File: src/rtl/rx_special_pkg.sv
package rx_special_pkg;

  typedef enum logic [1:0] {
    RX_IRQ_OFF     = 2'b00,
    RX_IRQ_EACH_A  = 2'b01,
    RX_IRQ_EACH_B  = 2'b10,
    RX_IRQ_ERRONLY = 2'b11
  } rxIrqMode_e;

  typedef enum logic [1:0] {
    CMD_NONE      = 2'b00,
    CMD_ERR_RESET = 2'b01,
    CMD_IRQ_ACK   = 2'b10,
    CMD_RESERVED  = 2'b11
  } rxCmd_e;

  // status word reported with every captured character
  typedef struct packed {
    logic special;
    logic framing;
    logic overrun;
    logic parity;
  } rxStatus_t;

  // strobes from control to datapath
  typedef struct packed {
    logic load;      // capture head character and its status
    logic clearErr;  // error reset: drop status
    logic clearAll;  // channel reset
  } dpCtl_t;

  localparam int STATUS_W = $bits(rxStatus_t);

endpackage

File: src/rtl/rx_special_dp.sv
module rx_special_dp
  import rx_special_pkg::*;
#(
  parameter int DATA_W = 8
) (
  input  logic              clk,
  input  logic              rstN,
  input  dpCtl_t            ctl,
  input  logic [DATA_W-1:0] fifoData,
  input  logic              parityErr,
  input  logic              overrunErr,
  input  logic              framingErr,
  input  logic              parityEnable,
  input  logic              parityIsSpecial,
  output logic              headSpecial,
  output logic [DATA_W-1:0] rxData,
  output rxStatus_t         rxStatus
);

  logic      parityCounts;
  logic      parityQual;
  rxStatus_t headStatus;

  // parity only matters when checking is on; only a special when enabled too
  assign parityQual   = parityErr && parityEnable;
  assign parityCounts = parityQual && parityIsSpecial;
  assign headSpecial  = overrunErr || framingErr || parityCounts;

  always_comb begin
    headStatus.special = headSpecial;
    headStatus.framing = framingErr;
    headStatus.overrun = overrunErr;
    headStatus.parity  = parityQual;
  end

  always_ff @(posedge clk or negedge rstN) begin
    if (!rstN) begin
      rxData   <= '0;
      rxStatus <= '0;
    end else if (ctl.clearAll) begin
      rxStatus <= '0;
    end else if (ctl.load) begin
      rxData   <= fifoData;
      rxStatus <= headStatus;
    end else if (ctl.clearErr) begin
      rxStatus <= '0;
    end
  end

  // overrun or framing always reports as special once captured
  p_hard_err_special_r4: assert property (@(posedge clk) disable iff (!rstN)
    (ctl.load && !ctl.clearAll && (overrunErr || framingErr)) |=> rxStatus.special);

  // a captured parity bit never appears while checking is off
  p_parity_gated_r5: assert property (@(posedge clk) disable iff (!rstN)
    (ctl.load && !ctl.clearAll && !parityEnable) |=> !rxStatus.parity);

endmodule

File: src/rtl/rx_special_ctrl.sv
module rx_special_ctrl
  import rx_special_pkg::*;
(
  input  logic       clk,
  input  logic       rstN,
  input  logic       chanReset,
  input  logic [1:0] modeSel,
  input  logic       fifoValid,
  input  logic       headSpecial,
  input  logic       dmaAck,
  input  logic       cmdStrobe,
  input  logic [1:0] cmdCode,
  output logic       dmaReq,
  output logic       fifoPop,
  output logic       irqPending,
  output dpCtl_t     ctl
);

  rxIrqMode_e mode;
  logic held;
  logic errOnly;
  logic eachChar;
  logic errReset;
  logic irqAck;
  logic holdNow;
  logic dmaPop;
  logic discard;
  logic irqSet;

  assign mode     = rxIrqMode_e'(modeSel);
  assign errOnly  = (mode == RX_IRQ_ERRONLY);
  assign eachChar = (mode == RX_IRQ_EACH_A) || (mode == RX_IRQ_EACH_B);
  assign errReset = cmdStrobe && (rxCmd_e'(cmdCode) == CMD_ERR_RESET);
  assign irqAck   = cmdStrobe && (rxCmd_e'(cmdCode) == CMD_IRQ_ACK);

  assign holdNow  = fifoValid && headSpecial && errOnly && !held;
  assign dmaReq   = fifoValid && !held && !(errOnly && headSpecial);
  assign dmaPop   = dmaReq && dmaAck;
  assign discard  = held && errReset;
  assign fifoPop  = dmaPop || discard;
  assign irqSet   = holdNow || (eachChar && dmaPop);

  always_comb begin
    ctl.load     = dmaPop || holdNow;
    ctl.clearErr = errReset;
    ctl.clearAll = chanReset;
  end

  always_ff @(posedge clk or negedge rstN) begin
    if (!rstN) begin
      held <= 1'b0;
    end else if (chanReset || discard) begin
      held <= 1'b0;
    end else if (holdNow) begin
      held <= 1'b1;
    end
  end

  always_ff @(posedge clk or negedge rstN) begin
    if (!rstN) begin
      irqPending <= 1'b0;
    end else if (chanReset) begin
      irqPending <= 1'b0;
    end else if (irqSet) begin
      irqPending <= 1'b1;
    end else if (errReset || (irqAck && !held)) begin
      irqPending <= 1'b0;
    end
  end

  // a held character is never offered to DMA
  p_hold_blocks_dma_r1: assert property (@(posedge clk) disable iff (!rstN)
    held |-> !dmaReq);

  // a hold always carries a pending interrupt
  p_hold_has_irq_r1: assert property (@(posedge clk) disable iff (!rstN)
    held |-> irqPending);

  // a pop is either a DMA transfer or a discard of a held character
  p_pop_source_r2: assert property (@(posedge clk) disable iff (!rstN)
    fifoPop |-> ((dmaReq && dmaAck) || held));

  // error reset on a hold releases it and drops the interrupt
  p_release_r3: assert property (@(posedge clk) disable iff (!rstN)
    (held && errReset) |=> (!held && !irqPending));

  // interrupts stay quiet in the disabled mode
  p_off_quiet_r6: assert property (@(posedge clk) disable iff (!rstN)
    (mode == RX_IRQ_OFF && !irqPending) |=> !irqPending);

  // each delivered character interrupts in the per-character modes
  p_each_irq_r7: assert property (@(posedge clk) disable iff (!rstN)
    (eachChar && dmaPop && !chanReset) |=> irqPending);

  // channel reset clears hold and interrupt
  p_chan_reset_r9: assert property (@(posedge clk) disable iff (!rstN)
    chanReset |=> (!held && !irqPending));

endmodule

File: src/rtl/rx_special_ctl.sv
module rx_special_ctl
  import rx_special_pkg::*;
#(
  parameter int DATA_W = 8
) (
  input  logic              clk,
  input  logic              rstN,
  input  logic              chanReset,
  input  logic [1:0]        modeSel,
  input  logic              parityEnable,
  input  logic              parityIsSpecial,
  input  logic              fifoValid,
  input  logic [DATA_W-1:0] fifoData,
  input  logic              fifoParityErr,
  input  logic              fifoOverrun,
  input  logic              fifoFramingErr,
  output logic              fifoPop,
  output logic              dmaReq,
  input  logic              dmaAck,
  input  logic              cmdStrobe,
  input  logic [1:0]        cmdCode,
  output logic              irqPending,
  output logic [DATA_W-1:0] rxData,
  output logic [3:0]        rxStatus
);

  dpCtl_t    ctl;
  logic      headSpecial;
  rxStatus_t statusWord;

  rx_special_ctrl u_ctrl (
    .clk         (clk),
    .rstN        (rstN),
    .chanReset   (chanReset),
    .modeSel     (modeSel),
    .fifoValid   (fifoValid),
    .headSpecial (headSpecial),
    .dmaAck      (dmaAck),
    .cmdStrobe   (cmdStrobe),
    .cmdCode     (cmdCode),
    .dmaReq      (dmaReq),
    .fifoPop     (fifoPop),
    .irqPending  (irqPending),
    .ctl         (ctl)
  );

  rx_special_dp #(.DATA_W(DATA_W)) u_dp (
    .clk             (clk),
    .rstN            (rstN),
    .ctl             (ctl),
    .fifoData        (fifoData),
    .parityErr       (fifoParityErr),
    .overrunErr      (fifoOverrun),
    .framingErr      (fifoFramingErr),
    .parityEnable    (parityEnable),
    .parityIsSpecial (parityIsSpecial),
    .headSpecial     (headSpecial),
    .rxData          (rxData),
    .rxStatus        (statusWord)
  );

  assign rxStatus = statusWord;

endmodule

File: config.mk
export PLATFORM = sky130hd
export DESIGN_NAME = rx_special_ctl
export DESIGN_NICKNAME = d
export VERILOG_FILES = /design/src/rtl/rx_special_pkg.sv /design/src/rtl/rx_special_dp.sv /design/src/rtl/rx_special_ctrl.sv /design/src/rtl/rx_special_ctl.sv
export SDC_FILE = /design/constraint.sdc
export NUM_CORES = 1
export LEC_CHECK = 0
export BUFFER_PORTS_ARGS = -buffer_cell sky130_fd_sc_hd__buf_2
export CAP_MARGIN = 20
export CORE_MARGIN = 2
export CORE_UTILIZATION = 42
export DETAILED_ROUTE_END_ITERATION = 7
export PLACE_DENSITY = 0.76
export SLEW_MARGIN = 15
export SYNTH_ARGS = -nofsm -noshare
export SYNTH_HDL_FRONTEND = slang
export SYNTH_SLANG_ARGS = --single-unit
File: constraint.sdc
create_clock -name clk -period 2.14 [get_ports clk]
set_input_delay 0.107 -clock clk [delete_from_list [all_inputs] [get_ports clk]]
set_output_delay 0.107 -clock clk [all_outputs]
set_load 0.005 [all_outputs]
* Yosys cells after proc, flatten, opt, wreduce, memory -nomap -nowiden *
Cells that the tools add are included.

word-level totals
  flip-flop bits (word level) = 14

cells by class
  equality and inequality tests = 5
  muxes and demuxes = 8
  bitwise logic cells = 1
  reduce and logical (&&, ||, !) cells = 28

operator list
  cell                                                  count
  logical AND 1 bit                                     14
  2-to-1 mux 4 bit                                      3
  logical OR 1 bit                                      8
  equality test 2 bit (second input constant)           3
  nonzero test 3 bit                                    2
  2-to-1 mux 1 bit                                      5
  equality test 2 x 1 -> 1 bit (second input constant)  2
  logical NOT 1 bit                                     2
  AND reduction 2 bit                                   1
  nonzero test 2 bit                                    1
  inverter 1 bit                                        1

* Longest topological paths before layout *
  depth in word-level cells = 11
  mapped depth = 4
  depth with buffers taken out = 4

* By module *
Synthesis repeated with hierarchy kept, for this count alone.

unflattened totals
  cell total of the unflattened synthesis = 57
  area, all modules = 732.0 um^2

by module, submodules not included
  module           times used  cells each  area an instance (um^2)
  rx_special_dp    1           38          551.8
  rx_special_ctrl  1           19          180.2

* Least setup slack after synthesis *
Ideal clock, no wire load.

  path type = register to register
  from = register u_ctrl.held
  to = register u_dp.rxData[0]
  library setup time = 125 ps
  arrival = 1401 ps
  data required time = 2015 ps
  path slack = 615 ps
  cell stages (with the launch flop) = 4
  path buffers = 0
  period minus slack after synthesis = 1525 ps
  cell sequence = dfrtp_1 > nand2b_4 > a2111oi_4 > mux2_2

between the ends
  cells in the longest elaborated chain, start to end = 6
  elaborated cells on any way between the ends = 7

RTL lines
  what                             line                                          RTL
  start: declaration               rx_special_ctrl.sv:20                         logic held;
  start signal: assignment         rx_special_ctrl.sv:51                         held <= 1'b0;
  start signal: assignment         rx_special_ctrl.sv:53                         held <= 1'b0;
  start signal: assignment         rx_special_ctrl.sv:55                         held <= 1'b1;
  logical NOT 1 bit *              rx_special_ctrl.sv:36, rx_special_ctrl.sv:37
  logical AND 1 bit (2 in a row)   rx_special_ctrl.sv:37                         assign dmaReq = fifoValid && !held && !(errOnly && headSpecial);
  logical AND 1 bit                rx_special_ctrl.sv:38                         assign dmaPop = dmaReq && dmaAck;
  logical OR 1 bit *               rx_special_ctrl.sv:44                         ctl.load = dmaPop || holdNow;
  AND reduction 2 bit (no line) *  n/a
  end signal: assignment           rx_special_dp.sv:43                           rxData <= fifoData;
  end: declaration                 rx_special_dp.sv:16                           output logic [DATA_W-1:0] rxData,

Mark *: on every way between the ends. The rest lies on a longest branch, timed or not.
A chain may end at the register's enable or synchronous reset.

* Worst setup path after layout *
  from = register u_ctrl.held
  to = register u_dp.rxData[3]

The elaborated chain is that of the path after synthesis.

==> metrics.cfg <==
[outcome]
status=finished, final reports clean

[flow_run]
cap_viol_max_count=0

[sta]
slew_headroom_pct=60.86
fin_hold_ws_ns=0.06244
slew_viol_final=0
period_share_pct=77.01
finalCriticalPeriod_ns=1.648
finalClockSkew_ns=0.0004045
rsz0062_at_grt=no
worstMarginPinSlew_ns=0.5872
finalHoldViolations=0
fmax_mhz=606.8
setup_tns_ns=0
setup-violations-final=0

[logic_synthesis]
yosysMostFrequentCell=dfrtp_1
syn-num-nets=82
yosys-top-cells-count=dfrtp_1, mux2_2, nand3_1, nand2_1, mux2i_1
ys.warnings.count=0
async_flop_share_pct=100.0
yosysTopAreaCell=dfrtp_1
synth_edf_count=0
ys_seq_elements=14
postSynthAreaPerCell_um2=11.97
yosysSeqAreaShare_pct=50.45
synthTopCellsByArea=dfrtp_1, mux2_2, mux2i_1, nand3_1, a2111oi_4
synthFlopType=dfrtp_1
syn_area_um2=694.4
yosysTopAreaCellShare_pct=50.45
synthDistinctLibCells=24
syn_inst=58

[worst_hold_path]
min-delay-start=fifoData[1]
hold_path_depth=2
hold_path_class=in -> reg
hold_end=u_dp.rxData[1]

[placed_design]
portBuffers=37
place_congestion=0.8265
dp_hpwl_mm=1.160
placedCellCount=112

[worst_setup_path]
critPathBufInv=0
endpoint_kind=register
critPathKind=reg -> reg
cp_data_arrival_time_ns=1.81
required_ns=2.30
crit_fanout=8
crit_slowest_cell=a2111oi_4
reg2reg_to=u_dp.rxData[3]
crit_path_cell_trace=nand2b_4, a2111oi_4, mux2_2
reg2reg_from=u_ctrl.held
cp-start-kind=register
critPathMaxStageDelay_ns=0.55
r2r_cells=3
reg2reg_slack_ns=0.49
crit_family=compound AO/OA/AOI/OAI gates

[routing]
drc=0
met3_length_um=131
via_per_inst=5.299
vias=620
drt-pass1-iter-count=4
ant_nets=0
met1_length_um=625
wirelength_mm=1.391
avgRoutedWirePerCell_um=11.89
highest_layer=met4
wl_met2_um=603
first_iter_violations=5

[floorplanning]
row_count=14
die_w_um=44.66
initial_utilization_pct=45.57
fp.dieH_um=44.66
ios=38
core_um2=1524
die_area_um2=1995

[finish]
area_growth_pct=37.30
drive_above_1_share_pct=51.49
finalNetCount=126
final_core_util_pct=62.56
final_cells=117
diodes=0
ff_latch_area_um2=350.3
nFillCells=140
multi_input_area_um2=336.6

[clock_network]
tritoncts.num_buffers=3
cts_setup_buffers=0
clk_latency_ns=0.27
cts.clk_slew.worst_paths_ns=0.08
cts.hold.buffers_added=1
h-tree-depth=1
cts-root-buf=clkbuf_4
ctsResizeCount=0
cts_sinks=14
cts_tree=yes
cts_max_path_buffers=2

[global_route]
grt_pass1_vias=574
antenna_found_initial=0
track_usage_pct=16.48
grt_pass1_wl_mm=2.366
grt_max_degree=15
grt_overflow=0

[pwr]
total_power_uw=663.9
p_leak_nw=0.4661
power_density_nw_per_um2=696.3
irDropWorstVdd_uv=543.8

state kept, by name (all words and copies together) (netlist names):
name,cells
u_ctrl.held,1
u_ctrl.irqPending,1
u_dp.rxData,8
u_dp.rxStatus,4
placed cells by master, fill, tap and decap left out, types with 2 or more instances in the layout:
master / n
buf_2: 37
dfrtp_1: 14
mux2_2: 8
nand3_1: 7
nand2_1: 5
mux2i_1: 4
clkbuf_4: 3
nor2_1: 2
metal layers:
layer | vias to the layer above | track usage (%)
li1 | 307 | -
met5 | - | 0
met3 | 4 | 3.265
met2 | 34 | 25.80
met1 | 275 | 21.26
met4 | 0 | 9.091
layout make-up:
cell class / count / share of cell area [%]
multi-input cells: 42 / 35.30
inverters: 2 / 0.7874
flip-flops and latches: 14 / 36.75
clock buffers: 4 / 3.806
well taps: 16 / 2.100
repair buffers: 39 / 21.26
per-stage QoR:
stage                     area, um2  worst slack [ns]
final                         953.4            0.4921
after global routing          953.4            0.3802
after CTS                     953.4            0.4532
after detailed placement      907.1            0.4604
after global placement        907.1            0.5006
after floorplan               694.4            0.6146
where the power goes:
part           internal (mW)  switching (mW)  leakage [nW]
logic                 0.0903          0.0665         0.269
clock network          0.103          0.0777        0.0210
registers              0.305          0.0206         0.176
total                  0.499           0.165         0.466
logic make-up after synthesis:
kind of cell,count (synthesis),synth area share (%)
buffers and inverters,2,1.080
and+or+nand+nor,21,16.40
muxes,12,18.74
AOI/OAI and AO/OA,8,11.53
adders and majority gates,1,1.802
DFF,14,50.45
worst register-to-register path: cells and delay by family (launching register included):
kind            cells  cell delay, ns
mux                 1            0.40
flops               1            0.42
simple gates        1            0.18
compound gates      1            0.55
how the worst max path moves through the flow:
stage	start	endpoint	slack, ns	cells past startpoint
2_1_floorplan	u_ctrl.held	u_dp.rxData[0]	0.61	3
3_3_place_gp	u_ctrl.held	u_dp.rxData[0]	0.50	3
3_5_place_dp	u_ctrl.held	u_dp.rxData[7]	0.46	3
4_1_cts	u_ctrl.held	u_dp.rxData[4]	0.45	3
5_1_grt	u_ctrl.held	u_dp.rxData[3]	0.38	3
6_report	u_ctrl.held	u_dp.rxData[3]	0.49	3
(Power assumes the default switching activity.)
